`src/rtl/cgw_pkg.sv`:
```
package cgw_pkg;

    typedef enum logic [1:0] {
        ST_RUN     = 2'd0,
        ST_CPU_OFF = 2'd1,
        ST_SYS_OFF = 2'd2
    } cgw_state_e;

    // wake source positions in the synchronized vector
    localparam int WK_PIN   = 0;
    localparam int WK_INT0  = 1;
    localparam int WK_INT1  = 2;
    localparam int WK_RTC   = 3;
    localparam int WK_COUNT = 4;

    // register addresses and control bit positions
    localparam int ADDR_DOM        = 0;
    localparam int ADDR_CTRL       = 1;
    localparam int CTRL_SYSDIS_BIT = 0;
    localparam int CTRL_ARM_BIT    = 1;

endpackage

```
`src/rtl/cgw_sync.sv`:
```
module cgw_sync #(
    parameter int WIDTH  = 4,
    parameter int STAGES = 2
) (
    input  logic             clk,
    input  logic             rst_n,
    input  logic [WIDTH-1:0] async_in,
    output logic [WIDTH-1:0] sync_out
);

    logic [STAGES-1:0][WIDTH-1:0] chain_q;

    generate
        if (STAGES == 1) begin : g_single
            always_ff @(posedge clk or negedge rst_n) begin
                if (!rst_n) chain_q <= '0;
                else        chain_q <= async_in;
            end
        end else begin : g_multi
            always_ff @(posedge clk or negedge rst_n) begin
                if (!rst_n) chain_q <= '0;
                else        chain_q <= {chain_q[STAGES-2:0], async_in};
            end
        end
    endgenerate

    assign sync_out = chain_q[STAGES-1];

endmodule

```
`src/rtl/cgw_regs.sv`:
```
module cgw_regs
    import cgw_pkg::*;
#(
    parameter int NPERIPH = 6,
    parameter int DATA_W  = 8,
    parameter int ADDR_W  = 2
) (
    input  logic               clk,
    input  logic               rst_n,
    input  logic               wr_en,
    input  logic [ADDR_W-1:0]  wr_addr,
    input  logic [DATA_W-1:0]  wr_data,
    input  logic               wr_allow,
    input  logic               hw_clr_sysdis,
    input  logic [ADDR_W-1:0]  rd_addr,
    output logic [DATA_W-1:0]  rd_data,
    output logic [NPERIPH-1:0] dom_en,
    output logic               sys_dis,
    output logic               cpu_arm
);

    localparam logic [ADDR_W-1:0] A_DOM  = ADDR_W'(ADDR_DOM);
    localparam logic [ADDR_W-1:0] A_CTRL = ADDR_W'(ADDR_CTRL);

    logic wr_dom;
    logic wr_ctrl;

    assign wr_dom  = wr_en && wr_allow && (wr_addr == A_DOM);
    assign wr_ctrl = wr_en && wr_allow && (wr_addr == A_CTRL);

    // domain enables: reset to running
    always_ff @(posedge clk or negedge rst_n) begin
        if (!rst_n) begin
            dom_en <= '1;
        end else if (wr_dom) begin
            dom_en <= wr_data[NPERIPH-1:0];
        end
    end

    // master stop: software sets, hardware wake clears
    always_ff @(posedge clk or negedge rst_n) begin
        if (!rst_n) begin
            sys_dis <= 1'b0;
        end else if (wr_ctrl) begin
            sys_dis <= wr_data[CTRL_SYSDIS_BIT];
        end else if (hw_clr_sysdis) begin
            sys_dis <= 1'b0;
        end
    end

    always_ff @(posedge clk or negedge rst_n) begin
        if (!rst_n) begin
            cpu_arm <= 1'b0;
        end else if (wr_ctrl) begin
            cpu_arm <= wr_data[CTRL_ARM_BIT];
        end
    end

    always_comb begin
        rd_data = '0;
        if (rd_addr == A_DOM) begin
            rd_data[NPERIPH-1:0] = dom_en;
        end else if (rd_addr == A_CTRL) begin
            rd_data[CTRL_SYSDIS_BIT] = sys_dis;
            rd_data[CTRL_ARM_BIT]    = cpu_arm;
        end
    end

endmodule

```
`src/rtl/cgw_fsm.sv`:
```
module cgw_fsm
    import cgw_pkg::*;
#(
    parameter int NIRQ = 8
) (
    input  logic                clk,
    input  logic                rst_n,
    input  logic                sys_dis,
    input  logic                cpu_arm,
    input  logic                cpu_idle,
    input  logic [WK_COUNT-1:0] wake_s,
    input  logic [NIRQ-1:0]     irq_pend,
    input  logic [NIRQ-1:0]     irq_en,
    output logic                sys_on,
    output logic                cpu_on,
    output logic                clr_sysdis
);

    cgw_state_e state_q;
    cgw_state_e state_d;
    logic       irq_wake;
    logic       pin_wake;

    assign irq_wake = |(irq_pend & irq_en);
    assign pin_wake = |wake_s;

    // state register
    always_ff @(posedge clk or negedge rst_n) begin
        if (!rst_n) state_q <= ST_RUN;
        else        state_q <= state_d;
    end

    // transitions
    always_comb begin
        state_d = state_q;
        unique case (state_q)
            ST_RUN: begin
                if (sys_dis)                   state_d = ST_SYS_OFF;  // STOP_SYS
                else if (cpu_idle && cpu_arm)  state_d = ST_CPU_OFF;  // IDLE
            end
            ST_CPU_OFF: begin
                if (sys_dis)                   state_d = ST_SYS_OFF;  // STOP_SYS
                else if (irq_wake)             state_d = ST_RUN;      // IRQ_WAKE
            end
            ST_SYS_OFF: begin
                if (pin_wake)                  state_d = ST_RUN;      // PIN_WAKE
            end
            default:                           state_d = ST_RUN;
        endcase
    end

    // outputs
    always_comb begin
        sys_on     = 1'b1;
        cpu_on     = 1'b1;
        clr_sysdis = 1'b0;
        unique case (state_q)
            ST_RUN: begin
            end
            ST_CPU_OFF: begin
                cpu_on = 1'b0;
            end
            ST_SYS_OFF: begin
                sys_on     = 1'b0;
                cpu_on     = 1'b0;
                clr_sysdis = pin_wake;
            end
            default: begin
            end
        endcase
    end

endmodule

```
`src/rtl/clkgate_wake_ctrl.sv`:
```
module clkgate_wake_ctrl
    import cgw_pkg::*;
#(
    parameter int NPERIPH     = 6,
    parameter int DATA_W      = 8,
    parameter int ADDR_W      = 2,
    parameter int NIRQ        = 8,
    parameter int SYNC_STAGES = 2
) (
    input  logic               clk,
    input  logic               rst_n,
    input  logic               wr_en,
    input  logic [ADDR_W-1:0]  wr_addr,
    input  logic [DATA_W-1:0]  wr_data,
    input  logic [ADDR_W-1:0]  rd_addr,
    output logic [DATA_W-1:0]  rd_data,
    input  logic               cpu_idle,
    input  logic               wake_pin,
    input  logic               ext_irq0,
    input  logic               ext_irq1,
    input  logic               rtc_irq,
    input  logic [NIRQ-1:0]    irq_pend,
    input  logic [NIRQ-1:0]    irq_en,
    output logic               sys_clk_en,
    output logic               cpu_clk_en,
    output logic [NPERIPH-1:0] periph_clk_en
);

    logic [WK_COUNT-1:0] wake_raw;
    logic [WK_COUNT-1:0] wake_s;
    logic [NPERIPH-1:0]  dom_en;
    logic                sys_dis;
    logic                cpu_arm;
    logic                sys_on;
    logic                cpu_on;
    logic                clr_sysdis;

    always_comb begin
        wake_raw          = '0;
        wake_raw[WK_PIN]  = wake_pin;
        wake_raw[WK_INT0] = ext_irq0;
        wake_raw[WK_INT1] = ext_irq1;
        wake_raw[WK_RTC]  = rtc_irq;
    end

    cgw_sync #(
        .WIDTH  (WK_COUNT),
        .STAGES (SYNC_STAGES)
    ) u_sync (
        .clk      (clk),
        .rst_n    (rst_n),
        .async_in (wake_raw),
        .sync_out (wake_s)
    );

    cgw_regs #(
        .NPERIPH (NPERIPH),
        .DATA_W  (DATA_W),
        .ADDR_W  (ADDR_W)
    ) u_regs (
        .clk           (clk),
        .rst_n         (rst_n),
        .wr_en         (wr_en),
        .wr_addr       (wr_addr),
        .wr_data       (wr_data),
        .wr_allow      (cpu_on),
        .hw_clr_sysdis (clr_sysdis),
        .rd_addr       (rd_addr),
        .rd_data       (rd_data),
        .dom_en        (dom_en),
        .sys_dis       (sys_dis),
        .cpu_arm       (cpu_arm)
    );

    cgw_fsm #(
        .NIRQ (NIRQ)
    ) u_fsm (
        .clk        (clk),
        .rst_n      (rst_n),
        .sys_dis    (sys_dis),
        .cpu_arm    (cpu_arm),
        .cpu_idle   (cpu_idle),
        .wake_s     (wake_s),
        .irq_pend   (irq_pend),
        .irq_en     (irq_en),
        .sys_on     (sys_on),
        .cpu_on     (cpu_on),
        .clr_sysdis (clr_sysdis)
    );

    assign sys_clk_en = sys_on;
    assign cpu_clk_en = cpu_on;

    generate
        for (genvar g = 0; g < NPERIPH; g++) begin : g_dom
            assign periph_clk_en[g] = dom_en[g] & sys_on;
        end
    endgenerate

endmodule

```
`config.mk`:
```
export PLATFORM = sky130hd
export DESIGN_NAME = clkgate_wake_ctrl
export DESIGN_NICKNAME = d
export VERILOG_FILES = /design/src/rtl/cgw_pkg.sv /design/src/rtl/cgw_sync.sv /design/src/rtl/cgw_regs.sv /design/src/rtl/cgw_fsm.sv /design/src/rtl/clkgate_wake_ctrl.sv
export SDC_FILE = /design/constraint.sdc
export NUM_CORES = 1
export LEC_CHECK = 0
export BUFFER_PORTS_ARGS = -buffer_cell sky130_fd_sc_hd__buf_2
export CORE_MARGIN = 2
export CORE_UTILIZATION = 41
export DETAILED_ROUTE_END_ITERATION = 10
export GPL_ROUTABILITY_DRIVEN = 0
export GPL_TIMING_DRIVEN = 0
export PLACE_DENSITY = 0.77
export SETUP_SLACK_MARGIN = 0.3
export SYNTH_ARGS = -nofsm -noshare
export SYNTH_HDL_FRONTEND = slang
export SYNTH_SLANG_ARGS = --single-unit
```
`constraint.sdc`:
```
create_clock -name clk -period 2.35 [get_ports clk]
set_clock_uncertainty 0.2 [all_clocks]
set_input_delay 0.3525 -clock clk [delete_from_list [all_inputs] [get_ports clk]]
set_output_delay 0.3525 -clock clk [all_outputs]
set_load 0.01 [all_outputs]
```
; Word level (Yosys, flattened, before mapping)
; Index checks and enable logic that the tools add are counted.
[op_classes]
addsub = 0
mul = 0
div_mod_pow = 0
n_lt_le_gt_ge = 0
eq_ne = 7
shifts = 0
n_mux = 14
bitwise = 7
n_reduce_logical = 12
[ops]
columns = cell, count
row1 = $mux 2, 7
row2 = $and 8x8->8, 1
row3 = $reduce_or 8->1, 1
row4 = $and 1x1->1, 6
row5 = $eq 2x1->1 const B, 3
row6 = $logic_not 2->1, 3
row7 = $ne 3x2->1 const B, 2
row8 = $pmux 2 s3, 1
row9 = $mux 1, 5
row10 = $logic_and 1x1->1, 4
row11 = $mux 4, 1
row12 = $reduce_or 4->1, 1
row13 = $reduce_and 3->1, 1
row14 = $eq 2x2->1 const B, 1
row15 = $ne 2x1->1 const B, 1
row16 = $reduce_bool 2->1, 1
row17 = $reduce_or 2->1, 1
[totals]
regBits = 18
latchBits = 0
mem_bits_rw = 0
romBits = 0
in_bits = 36
output_inout_bits = 16
word_cells = 46
mem_count = 0

; Depth between registers and ports, before layout
; Gate-level depths: netlist (run 1).
[depth]
depth_word = 6
depth_mapped = 6
mapped_depth_nobuf = 6

; Hierarchy
; From an unflattened synthesis (run 1), not the netlist that was laid out.
[unflattened]
cells_unflattened = 74
hier_area_um2 = 908.4
[by_module_without_submodules]
columns = mod, instances, cells_each, area_each_um2, seq_area_each_um2
row1 = cgw_regs, 1, 32, 434.2, 207.7
row2 = cgw_sync, 1, 12, 230.2, 200.2
row3 = cgw_fsm, 1, 24, 206.4, 50.0
row4 = clkgate_wake_ctrl, 1, 6, 37.5, 0.0

; Worst setup path before layout (run 1)
; Ideal clock, no wire load.
[synth_path]
path_kind = register to register
from = reg u_fsm.state_q[0]
to = reg u_regs.dom_en[0]
setup_ns = 0.082
arrival_ns = 1.458
t_required_ns = 2.068
setup_slack_ns = 0.609
stages_incl_launch_ff = 5
path_buffers = 0
synth_period_minus_slack_ns = 1.741
cell_sequence = dfrtp_1 inv_1 ha_1 nor4b_4 mux2_2
[synth_between]
elab_chain_cells = 5
elab_cells_between_ends = 6
cone_classes = eq/ne (2) / mux (1) / reduce/logical (3)
[synth_rtl]
columns = item, line
row1 = start: declaration, cgw_fsm.sv:19  ; cgw_state_e state_q;
row2 = start signal: assignment, cgw_fsm.sv:30  ; else state_q <= state_d;
row3 = $eq 2x1->1 or $eq 2x2->1 (tied branches), cgw_fsm.sv:57  ; unique case (state_q)
row4 = $reduce_or 2->1 (no source line) *, --
row5 = $mux 1 *, cgw_fsm.sv:57
row6 = $logic_and 1x1->1 * (2 in series), cgw_regs.sv:28  ; assign wr_dom = wr_en && wr_allow && (wr_addr == A_DOM);
row7 = end signal: assignment, cgw_regs.sv:36  ; dom_en <= wr_data[NPERIPH-1:0];
row8 = end: declaration, cgw_regs.sv:17  ; output logic [NPERIPH-1:0] dom_en,
; Mark *: on every way between the ends. The rest lies on a longest branch, timed or not.
; A chain may end at the register's enable or synchronous reset.

; Final worst setup path (run 1)
[layout_path]
from = reg u_fsm.state_q[0]
to = out periph_clk_en[5]
[layout_between]
elab_chain_cells = 3
[layout_rtl]
columns = item, line
row1 = $eq 2x2->1, cgw_fsm.sv:57
row2 = $mux 1, cgw_fsm.sv:57
row3 = $and 1x1->1, clkgate_wake_ctrl.sv:96  ; assign periph_clk_en[g] = dom_en[g] & sys_on;
row4 = end: declaration, clkgate_wake_ctrl.sv:26  ; output logic [NPERIPH-1:0] periph_clk_en
; No other way between the ends.

==> impl_results.rst, run 1 <==
.. list-table::
   :header-rows: 1

   * - Metric
     - Value
   * - Core area
     - 1960 um^2
   * - Least setup slack across all paths after layout
     - a little over 0.4 ns
   * - Cell count after placement
     - 144
   * - WP data arrival
     - between 1 and 1.5 ns
   * - Post-route clock period utilization
     - 0.828
   * - Reg-to-reg endpoint
     - u_regs.dom_en[1]
   * - Outcome
     - completed
   * - Per-instance average area after synthesis
     - approximately 12 um^2
   * - Logic gate share of total power
     - 0.411
   * - Post-layout instance area
     - approximately 1200 um^2
   * - Final setup TNS
     - 0 ns
   * - Worst-case hold slack
     - ~0.072 ns
   * - Max clock buf depth
     - 2
   * - DIE AREA
     - roughly 2500 um^2
   * - Final-stage net count
     - around 170
   * - Proportion of power drawn by flip-flops and latches
     - 0.424
   * - DR pass1 iterations
     - 4
   * - Site Rows
     - 16
   * - Total routing resource utilization after global routing
     - 0.155
   * - Cell Count, Final, Fillers Out
     - around 150
   * - WL per Instance
     - approximately 12 um
   * - Static Leakage
     - about 0.6 nW
   * - Setup CP Type
     - flop to primary output
   * - Starting DRT DRC Count
     - 7
   * - Worst Hold Class
     - primary input to flop
   * - Final setup violating endpoints
     - 0
   * - Kind of end point of the critical path
     - primary output
   * - Pre-CTS WS
     - 0.444 ns
   * - Clock tree sinks
     - 18
   * - Maximum fanout count along the critical path
     - 8
   * - IR drop worst, VDD
     - about 0.6 mV
   * - Clock transition time at the flip-flop clock pins of the worst setup and hold paths
     - ~0.09 ns
   * - Synth Register Bits
     - 18
   * - Clock Power Share
     - 0.165
   * - Fraction of the yosys area taken by sequential cells
     - 0.537
   * - Total grt overflow
     - 0
   * - Max-Cap Viols
     - 0
   * - Unique cell type count in the Yosys netlist
     - 22
   * - Width of the die
     - 49.6 um
   * - Initial antenna violation count
     - 0
   * - Cell-internal power
     - about 0.8 mW
   * - Average via count per standard cell
     - roughly 4.7
   * - Max Clock Freq
     - between 0.5 and 0.6 GHz
   * - Overall power
     - between 1 and 1.5 mW
   * - Leading cell type in the layout, fill and taps excluded
     - buf_2
   * - Boundary Pins
     - 52
   * - H-tree Lvls
     - 1
   * - Cell Area, Placed
     - 1120 um^2
   * - Post-synthesis async set-or-reset flop share
     - 1.00
   * - Hold Startpoint
     - wr_data[0]
   * - Top library cells by usage in the layout, fill and taps aside
     - buf_2 (47), dfrtp_1 (12), nor2b_1 (7), mux2_2 (7), dfstp_2 (6)
   * - Total power density per cell area
     - ~960 nW/um^2
   * - Fraction of final layout cells sized beyond drive strength 1
     - 0.548
   * - FF-to-FF Start
     - u_fsm.state_q[0]
   * - PostCTS Resize Cnt
     - 0
   * - Setup slack, reg-to-reg
     - 0.45 ns
   * - Detailed-route DRC error count
     - 0
   * - Startpoint of the most critical setup path
     - u_fsm.state_q[0]
   * - Die extent in y
     - 49.6 um
   * - Number of enable-type register cells in the synthesized netlist
     - 0
   * - First-pass GRT wire length
     - between 2000 and 3000 um
   * - Logic depth of the worst register-to-register path
     - 4
   * - Number of buffers created by CTS
     - 3
   * - Number of cells produced by synthesis
     - between 60 and 70
   * - Antenna viol nets, final
     - 0
   * - Number of antenna diodes
     - 0
   * - Net Sw Power
     - around 0.39 mW
   * - Number of hold-slack violations in the final timing report
     - 0
   * - Buffers on Ports
     - 47
   * - Largest net degree at the start of global routing
     - 19
   * - Required time of the critical path
     - between 1.5 and 2 ns
   * - Number of slew-limit violations in the final report
     - 0
   * - CTS tree
     - built
   * - Total Routed Length
     - approximately 1800 um
   * - Growth of design area from synthesis to finish
     - 42.1%
   * - Setup crit end
     - periph_clk_en[5]
   * - Post-Synthesis Cell Area
     - 852 um^2
   * - Clock latency at the later pin of the worst-skew pair
     - approximately 0.3 ns
   * - Final core utilization
     - 0.617
   * - RSZ-0062 raised after global routing
     - false
   * - Number of warnings issued by yosys
     - 0
   * - Clock root cell
     - clkbuf_4
   * - Via count of the first global-routing pass
     - 683
   * - Via count
     - around 730
   * - Starting density of the core
     - 0.434
   * - Switching part of the total
     - 0.331
   * - Min Clock Period, post-route
     - 1.95 ns
   * - Predominant post-synthesis flop cell
     - dfrtp_1
   * - CP startpoint kind
     - flop
## final cells by class
class                   instances  area (um^2)
flip-flops and latches         18          458
fillers                       172          751
multi-input cells              46          368
plain buffers                   2         15.0
clock buffers                   4         36.3
inverters                       4         15.0
repair buffers                 52          285
well taps                      27         33.8
## cell usage after synthesis, types with 2 or more instances
master | n | area [um^2]
dfrtp_1 | 12 | 300
mux2_2 | 7 | 78.8
nor2b_1 | 7 | 43.8
dfstp_2 | 6 | 158
and2_1 | 4 | 25.0
inv_1 | 4 | 15.0
a22oi_1 | 3 | 22.5
ha_1 | 3 | 37.5
mux2i_1 | 3 | 30.0
nand2_1 | 3 | 11.3
nor2_1 | 3 | 11.3
o21ai_0 | 3 | 15.0
buf_4 | 2 | 15.0
## critical path, cell delays in order, from the launching register on
cell	delay, ns
dfrtp_1	0.39
inv_1	0.07
ha_1	0.31
nor2b_1	0.17
buf_2	0.16
## cells by family (layout without fill, tap and decap cells)
| family | count (synthesis) | in the layout | share of synthesized area |
|---|---|---|---|
| buffers and inverters | 6 | 62 | 0.0352 |
| muxes | 11 | 11 | 0.141 |
| AOI/OAI and AO/OA | 8 | 8 | 0.0661 |
| and+or+nand+nor | 22 | 22 | 0.172 |
| DFF | 18 | 18 | 0.537 |
| adders and majority gates | 3 | 3 | 0.0441 |
| other | 1 | 2 | 0.00440 |
## metal layers
layer,vias to the layer above,global-route usage,share of wire
li1,350,-,-
met3,5,0.0333,0.088
met2,35,0.284,0.50
met5,-,0,0
met1,336,0.162,0.38
met4,0,0.0833,0.023
## power groups by stage
stage          sequential, mW  combinational, mW  clock (mW)
6_report                0.493              0.479       0.192
5_1_grt                 0.512              0.522       0.204
4_1_cts                 0.495              0.489       0.196
3_5_place_dp            0.502              0.477           0
3_3_place_gp            0.493              0.460           0
2_1_floorplan           0.478              0.314           0
## sequential cells by signal, summed over array words and instances (netlist names)
signal	flops
u_regs.sys_dis	1
u_sync.sync_out	4
u_regs.cpu_arm	1
u_fsm.state_q	2
u_regs.dom_en	6
u_sync.chain_q	4
## how the worst min path moves through the flow
stage	cells past startpoint	slack, ns	to
after floorplan	0	-0.14	u_fsm.state_q[0]
after global placement	1	0.08	u_sync.chain_q[3]
after detailed placement	1	0.09	u_sync.chain_q[3]
after CTS	3	0.07	u_regs.sys_dis
after global routing	2	0.07	u_regs.dom_en[3]
final	3	0.07	u_regs.sys_dis
## what timing repair did
action	in CTS	in global routing
endpoints found under the hold margin	16	0
setup endpoints to repair	0	0
hold buffers	5	0
buffers inserted	0	0
Note: power is estimated with default switching activity, not from simulation.
==> inputs of run 2 (changes only) <==
==> constraint.sdc (replaced) <==
create_clock -name clk -period 1.9 [get_ports clk]
set_clock_uncertainty 0.2 [all_clocks]
set_input_delay 0.285 -clock clk [delete_from_list [all_inputs] [get_ports clk]]
set_output_delay 0.285 -clock clk [all_outputs]
set_load 0.01 [all_outputs]
==> run 2 against run 1 <==
Effect of this change:
- first-iteration DRC count did not move
- wire length grew 25%
- power grew 52%
==> impl_results.rst, run 2 (synthesis results as in run 1) <==
.. list-table::
   :header-rows: 1

   * - Metric
     - Value
   * - Outcome
     - completed
   * - Final setup TNS
     - 0 ns (unchanged)
   * - WP data arrival
     - 1.77 ns (+0.38 ns)
   * - Max Clock Freq
     - ~0.57 GHz
   * - Leading cell type in the layout, fill and taps excluded
     - buf_2
   * - Clock tree sinks
     - 18 (unchanged)
   * - Detailed-route DRC error count
     - 0 (unchanged)
   * - Antenna viol nets, final
     - 0 (unchanged)
   * - Final setup violating endpoints
     - 0 (unchanged)
   * - Max clock buf depth
     - 2 (unchanged)
   * - Worst path max stage delay
     - 0.42 ns (+0.03 ns)
   * - Maximum fanout count along the critical path
     - 3 (-5)
   * - RSZ-0062 raised after global routing
     - true
   * - CTS tree
     - built
   * - DIE AREA
     - 2460 um^2 (unchanged)
   * - Number of cells on the worst hold path
     - 2 (-1)
   * - Top library cells by usage in the layout, fill and taps aside
     - buf_2 (42), buf_4 (13), dfrtp_1 (12), mux2_4 (8)
   * - Clock latency at the later pin of the worst-skew pair
     - 0.29 ns (about the same)
   * - Required time of the critical path
     - 1.92 ns (+0.12 ns)
   * - Buffers on Ports
     - 47 (unchanged)
   * - Average via count per standard cell
     - 4.68 (-1.4%)
   * - Largest net degree at the start of global routing
     - 19 (unchanged)
   * - Number of antenna diodes
     - 0 (unchanged)
   * - Slowest stage cell, crit path
     - dfrtp_1
   * - H-tree Lvls
     - 1 (unchanged)
   * - Final-stage net count
     - 179 (+7.8%)
   * - Kind of end point of the critical path
     - flop
   * - Logic depth of the worst register-to-register path
     - 5 (+1)
   * - Growth of design area from synthesis to finish
     - 68.1%
   * - Max-Cap Viols
     - 0 (unchanged)
   * - Initial antenna violation count
     - 0 (unchanged)
   * - Clock root cell
     - clkbuf_4
   * - Via count
     - 777 (+7.0%)
   * - Number of slew-limit violations in the final report
     - 0 (unchanged)
   * - Number of hold-slack violations in the final timing report
     - 0 (unchanged)
   * - Site Rows
     - 16 (unchanged)
   * - Worst Hold Class
     - primary input to flop
   * - Min Clock Period, post-route
     - 1.75 ns
   * - Total Routed Length
     - 2200 um (+25%)
   * - Static Leakage
     - 0.715 nW (+17%)
   * - IR drop worst, VDD
     - 0.759 mV (+24%)
   * - DR pass1 iterations
     - 4 (unchanged)
   * - Worst-case hold slack
     - 0.0274 ns (-0.0450 ns)
   * - Fraction of final layout cells sized beyond drive strength 1
     - 0.683 (+0.136)
   * - Width of the die
     - 49.6 um (unchanged)
   * - Sequence of cells on the critical path
     - inv_2, ha_4, nor4b_4, buf_4, mux2_4
   * - Setup slack, reg-to-reg
     - 0.15 ns (-0.30 ns)
   * - Number of buffers created by CTS
     - 3 (unchanged)
   * - WL per Instance
     - 13.3 um (+15%)
   * - Cell count after placement
     - 144 (unchanged)
   * - Total grt overflow
     - 0 (unchanged)
   * - Starting DRT DRC Count
     - 7 (unchanged)
   * - Cell Count, Final, Fillers Out
     - 166 (+8.5%)
   * - Clock transition time at the flip-flop clock pins of the worst setup and hold paths
     - 0.10 ns (about the same)
   * - Total power density per cell area
     - 1230 nW/um^2 (+28%)
   * - Number of flip-flops in the largest register
     - 6 (unchanged)
   * - Die extent in y
     - 49.6 um (unchanged)
   * - Via count of the first global-routing pass
     - 836 (+22%)
   * - Setup CP Type
     - flop to flop
   * - Boundary Pins
     - 52 (unchanged)
   * - Fill cell instance count of the final layout
     - 149 (-13%)
   * - First-pass GRT wire length
     - 3330 um (+18%)
   * - Post-route clock period utilization
     - 0.919
   * - Core area
     - 1960 um^2 (unchanged)
   * - CP startpoint kind
     - flop
   * - Starting density of the core
     - 0.434 (unchanged)
   * - Total routing resource utilization after global routing
     - 0.178 (+0.0228)
   * - Largest Register
     - u_regs.dom_en
==> run 2: cell types whose count changed in the layout (fill, tap and decap cells not counted), moves of 3 or more <==
| cell | change |
|---|---|
| mux2_4 | +8 |
| buf_2 | -5 |
| and2_4 | +3 |
| inv_2 | +4 |
| mux2_2 | -7 |
| buf_6 | +6 |
| and2_1 | -3 |
| buf_4 | +11 |
| ha_4 | +3 |
| ha_1 | -3 |
| inv_1 | -4 |
==> run 2: layer usage <==
metal	up-vias	wire, um	GRT usage
met4	0	11	0.0741
met3	2	157	0.0333
met1	362	894	0.200
li1	376	-	-
met2	37	1140	0.324
met5	-	0	0
==> run 2: final cells by class <==
type | count | area, um^2 | area share
Buffer | 2 | 15.0 | 0.0105
Sequential cell | 18 | 458 | 0.320
Tap cell | 27 | 33.8 | 0.0236
Inverter | 4 | 15.0 | 0.0105
Timing Repair Buffer | 65 | 420 | 0.293
Multi-Input combinational cell | 46 | 464 | 0.324
Clock buffer | 4 | 26.3 | 0.0183
==> run 2: repair_timing <==
item,in CTS,in global routing
resized for setup,20,9
pin swaps,6,1
endpoints found under the hold margin,23,0
setup endpoints to repair,19,23
buffers inserted,10,2
hold buffers,6,0
==> run 2: worst max-delay path: cells and delay by family, from the launching register on <==
kind	cells	cell delay (ns)
simple gates	1	0.23
fa+ha+maj	1	0.26
mux	1	0.30
flops	1	0.42
buf+inv	2	0.25
==> run 2: power by group <==
| part | switching (mW) | total (mW) | internal [mW] |
|---|---|---|---|
| logic | 0.368 | 0.928 | 0.560 |
| clock network | 0.114 | 0.196 | 0.0816 |
| registers | 0.103 | 0.643 | 0.540 |
| total | 0.586 | 1.77 | 1.18 |
==> run 2: per-stage QoR <==
step           setup slack (ns)  instance area (um^2)  utilization  power (mW)
2_1_floorplan             0.175                   868            -        1.01
3_3_place_gp             0.0827                  1140        0.580        1.22
3_5_place_dp             0.0559                  1140        0.580        1.26
4_1_cts                   0.170                  1390        0.706        1.71
5_1_grt                   0.105                  1430        0.730        1.88
6_report                  0.154                  1430        0.730        1.77
==> run 2: worst paths after layout <==
path	from	end
worst max-delay path	u_fsm.state_q[1]	u_regs.dom_en[3]
worst min-delay path	wr_data[4]	u_regs.dom_en[4]
worst max register to register	u_fsm.state_q[1]	u_regs.dom_en[3]
worst min register to register	u_sync.chain_q[1]	u_sync.sync_out[1]
max in group asynchronous	rst_n	u_regs.dom_en[4]
min in group asynchronous	rst_n	u_sync.chain_q[0]
==> inputs of run 3 (changes only) <==
--- a/config.mk
+++ b/config.mk
@@ -7,11 +7,11 @@
 export LEC_CHECK = 0
 export BUFFER_PORTS_ARGS = -buffer_cell sky130_fd_sc_hd__buf_2
 export CORE_MARGIN = 2
-export CORE_UTILIZATION = 41
+export CORE_UTILIZATION = 40
 export DETAILED_ROUTE_END_ITERATION = 10
 export GPL_ROUTABILITY_DRIVEN = 0
 export GPL_TIMING_DRIVEN = 0
-export PLACE_DENSITY = 0.77
+export PLACE_DENSITY = 0.75
 export SETUP_SLACK_MARGIN = 0.3
 export SYNTH_ARGS = -nofsm -noshare
 export SYNTH_HDL_FRONTEND = slang
==> run 3 against run 2 <==
Effect of this change:
- global-route usage is 1.2 points higher
- count of clock-buffer cells in the layout is the same
- via count down 0.39%
- fmax up 1.3%
- die area up 2.3%
- flip-flop and latch count stayed put
- critical path depth is the same
- register-to-register slack improved by 0.02 ns
- critical path type unchanged
- largest cell class unchanged
- core utilization shrank 1.2 points
==> impl_results.rst, run 3 (synthesis results as in run 1) <==
.. list-table::
   :header-rows: 1

   * - Metric
     - Value
   * - Outcome
     - completed
   * - DIE AREA
     - 2520 um^2 (+2.3%)
   * - Switching part of the total
     - 0.324 (-0.00733)
   * - Via count
     - 774 (-0.39%)
   * - Number of buffers created by CTS
     - 3 (unchanged)
   * - Total routing resource utilization after global routing
     - 0.189 (+0.0117)
   * - Worst Hold Class
     - primary input to flop
   * - Proportion of power drawn by flip-flops and latches
     - 0.356 (-0.008)
   * - Clock root cell
     - clkbuf_4
   * - Antenna viol nets, final
     - 0 (unchanged)
   * - Max clock buf depth
     - 2 (unchanged)
   * - First-pass GRT wire length
     - 3460 um (+3.9%)
   * - Core area
     - 1980 um^2 (+1.0%)
   * - Detailed-route DRC error count
     - 0 (unchanged)
   * - Final-stage net count
     - 174 (-2.8%)
   * - Post-route clock period utilization
     - 0.907 (-0.0117)
   * - Number of antenna diodes
     - 0 (unchanged)
   * - Pre-CTS WS
     - 0.0374 ns (-0.0186 ns)
   * - Starting DRT DRC Count
     - 4 (-3)
   * - Top library cells by usage in the layout, fill and taps aside
     - buf_2 (42), dfrtp_1 (12), mux2_4 (8), buf_4 (8), buf_6 (7)
   * - Total grt overflow
     - 0 (unchanged)
   * - CTS tree
     - built
   * - Number of slew-limit violations in the final report
     - 0 (unchanged)
   * - IR drop worst, VDD
     - 0.832 mV (+9.6%)
   * - Number of hold-slack violations in the final timing report
     - 0 (unchanged)
   * - Clock latency at the later pin of the worst-skew pair
     - 0.29 ns (about the same)
   * - Area taken by flip-flops and latches
     - 458 um^2 (unchanged)
   * - Cell-internal power
     - 1.20 mW (+1.5%)
   * - Least setup slack across all paths after layout
     - 0.176 ns (+0.0222 ns)
   * - Width of the die
     - 50.2 um (+1.1%)
   * - Boundary Pins
     - 52 (unchanged)
   * - Via count of the first global-routing pass
     - 763 (-8.7%)
   * - Clock tree sinks
     - 18 (unchanged)
   * - Largest Register
     - u_regs.dom_en
   * - Starting density of the core
     - 0.430 (-0.00439)
   * - Final setup violating endpoints
     - 0 (unchanged)
   * - Growth of design area from synthesis to finish
     - 67.1%
   * - Total Routed Length
     - 2200 um (+0.14%)
   * - Die extent in y
     - 50.2 um (+1.1%)
   * - Worst-case hold slack
     - 0.0194 ns (-0.00797 ns)
   * - Final setup TNS
     - 0 ns (unchanged)
   * - Initial antenna violation count
     - 0 (unchanged)
   * - Multi-input gate area in the final layout
     - 482 um^2 (+3.8%)
   * - Total power density per cell area
     - 1250 nW/um^2 (+1.1%)
   * - Final core utilization
     - 0.718 (-0.0118)
   * - Number of flip-flops in the largest register
     - 6 (unchanged)
   * - Min Clock Period, post-route
     - 1.72 ns (-0.0222 ns)
   * - Kind of end point of the critical path
     - flop
   * - Overall power
     - 1.78 mW (+0.44%)
   * - Clock transition time at the flip-flop clock pins of the worst setup and hold paths
     - 0.10 ns (about the same)
   * - Logic gate share of total power
     - 0.515 (-0.010)
   * - Max-Cap Viols
     - 0 (unchanged)
   * - Fill cell instance count of the final layout
     - 138 (-7.4%)
   * - WP data arrival
     - 1.75 ns (-0.02 ns)
   * - WL per Instance
     - 13.7 um (+3.2%)
   * - Maximum fanout count along the critical path
     - 6 (+3)
   * - Fraction of final layout cells sized beyond drive strength 1
     - 0.694 (+0.0106)
   * - Average via count per standard cell
     - 4.81 (+2.7%)
   * - Setup CP Type
     - flop to flop
   * - Detailed placer's ending HPWL
     - between 1000 and 1500 um
   * - Largest net degree at the start of global routing
     - 19 (unchanged)
   * - Net Sw Power
     - 0.575 mW (-1.8%)
   * - CP startpoint kind
     - flop
   * - DR pass1 iterations
     - 4 (unchanged)
   * - Clock Power Share
     - 0.129 (+0.018)
   * - RSZ-0062 raised after global routing
     - true
   * - Required time of the critical path
     - 1.93 ns (about the same)
   * - Max Clock Freq
     - 0.580 GHz (+1.3%)
   * - Leading cell type in the layout, fill and taps excluded
     - buf_2
   * - H-tree Lvls
     - 1 (unchanged)
   * - Site Rows
     - 16 (unchanged)
   * - Buffers on Ports
     - 47 (unchanged)
   * - Static Leakage
     - 0.710 nW (-0.65%)
==> run 3: cell types whose count changed in the layout (fill, tap and decap cells not counted), sizes merged <==
cell	before	now
buf	61	57
dlygate4sd3	6	5
==> run 3: critical path, cell delays in order, from the launching register on <==
cell and delay, ns:
dfrtp_1 0.42, inv_2 0.11, ha_4 0.22, nor4b_4 0.23, buf_6 0.18, mux2_4 0.30
==> run 3: final timing paths <==
path	start	endpoint	slack, ns	cells after the start
worst max-delay path	u_fsm.state_q[0]	u_regs.dom_en[2]	0.18	5
worst min-delay path	wr_data[3]	u_regs.dom_en[3]	0.02	2
worst max register to register	u_fsm.state_q[0]	u_regs.dom_en[2]	0.18	5
worst min register to register	u_sync.chain_q[2]	u_sync.sync_out[2]	0.16	0
max in group asynchronous	rst_n	u_regs.dom_en[3]	0.95	2
min in group asynchronous	rst_n	u_regs.cpu_arm	0.24	2
==> run 3: power by group through the flow <==
stage	Clock [mW]	Sequential, mW	Combinational, mW
floorplan	0	0.595	0.415
global placement	0	0.612	0.598
detailed placement	0	0.623	0.620
CTS	0.241	0.626	0.857
global route	0.262	0.645	0.992
finish	0.230	0.631	0.914
==> run 3: area by class of cell <==
cell class	instances	area share
Tap cell	27	0.0237
Sequential cell	18	0.322
Buffer	2	0.0105
Multi-Input combinational cell	46	0.338
Timing Repair Buffer	60	0.270
Clock buffer	4	0.0255
Inverter	4	0.0105
==> run 3: per-stage QoR <==
step / cell area (um^2) / std cells
6_report: 1420 / 161
5_1_grt: 1420 / 161
4_1_cts: 1380 / 159
3_5_place_dp: 1140 / 144
3_3_place_gp: 1140 / 144
2_1_floorplan: 868 / 70
==> run 3: layer usage <==
layer	track usage	share of wire	up-vias
li1	-	-	365
met1	0.220	0.40	365
met2	0.322	0.50	38
met3	0.0417	0.068	6
met4	0.102	0.027	0
met5	0	0	-
==> run 3: timing repair <==
action,in CTS,in global routing
buffers inserted,6,2
endpoints found under the hold margin,22,0
hold buffers,5,0
gates resized for setup,24,9
pin swaps,6,2
endpoints found under the setup margin,21,24
cloned,0,0
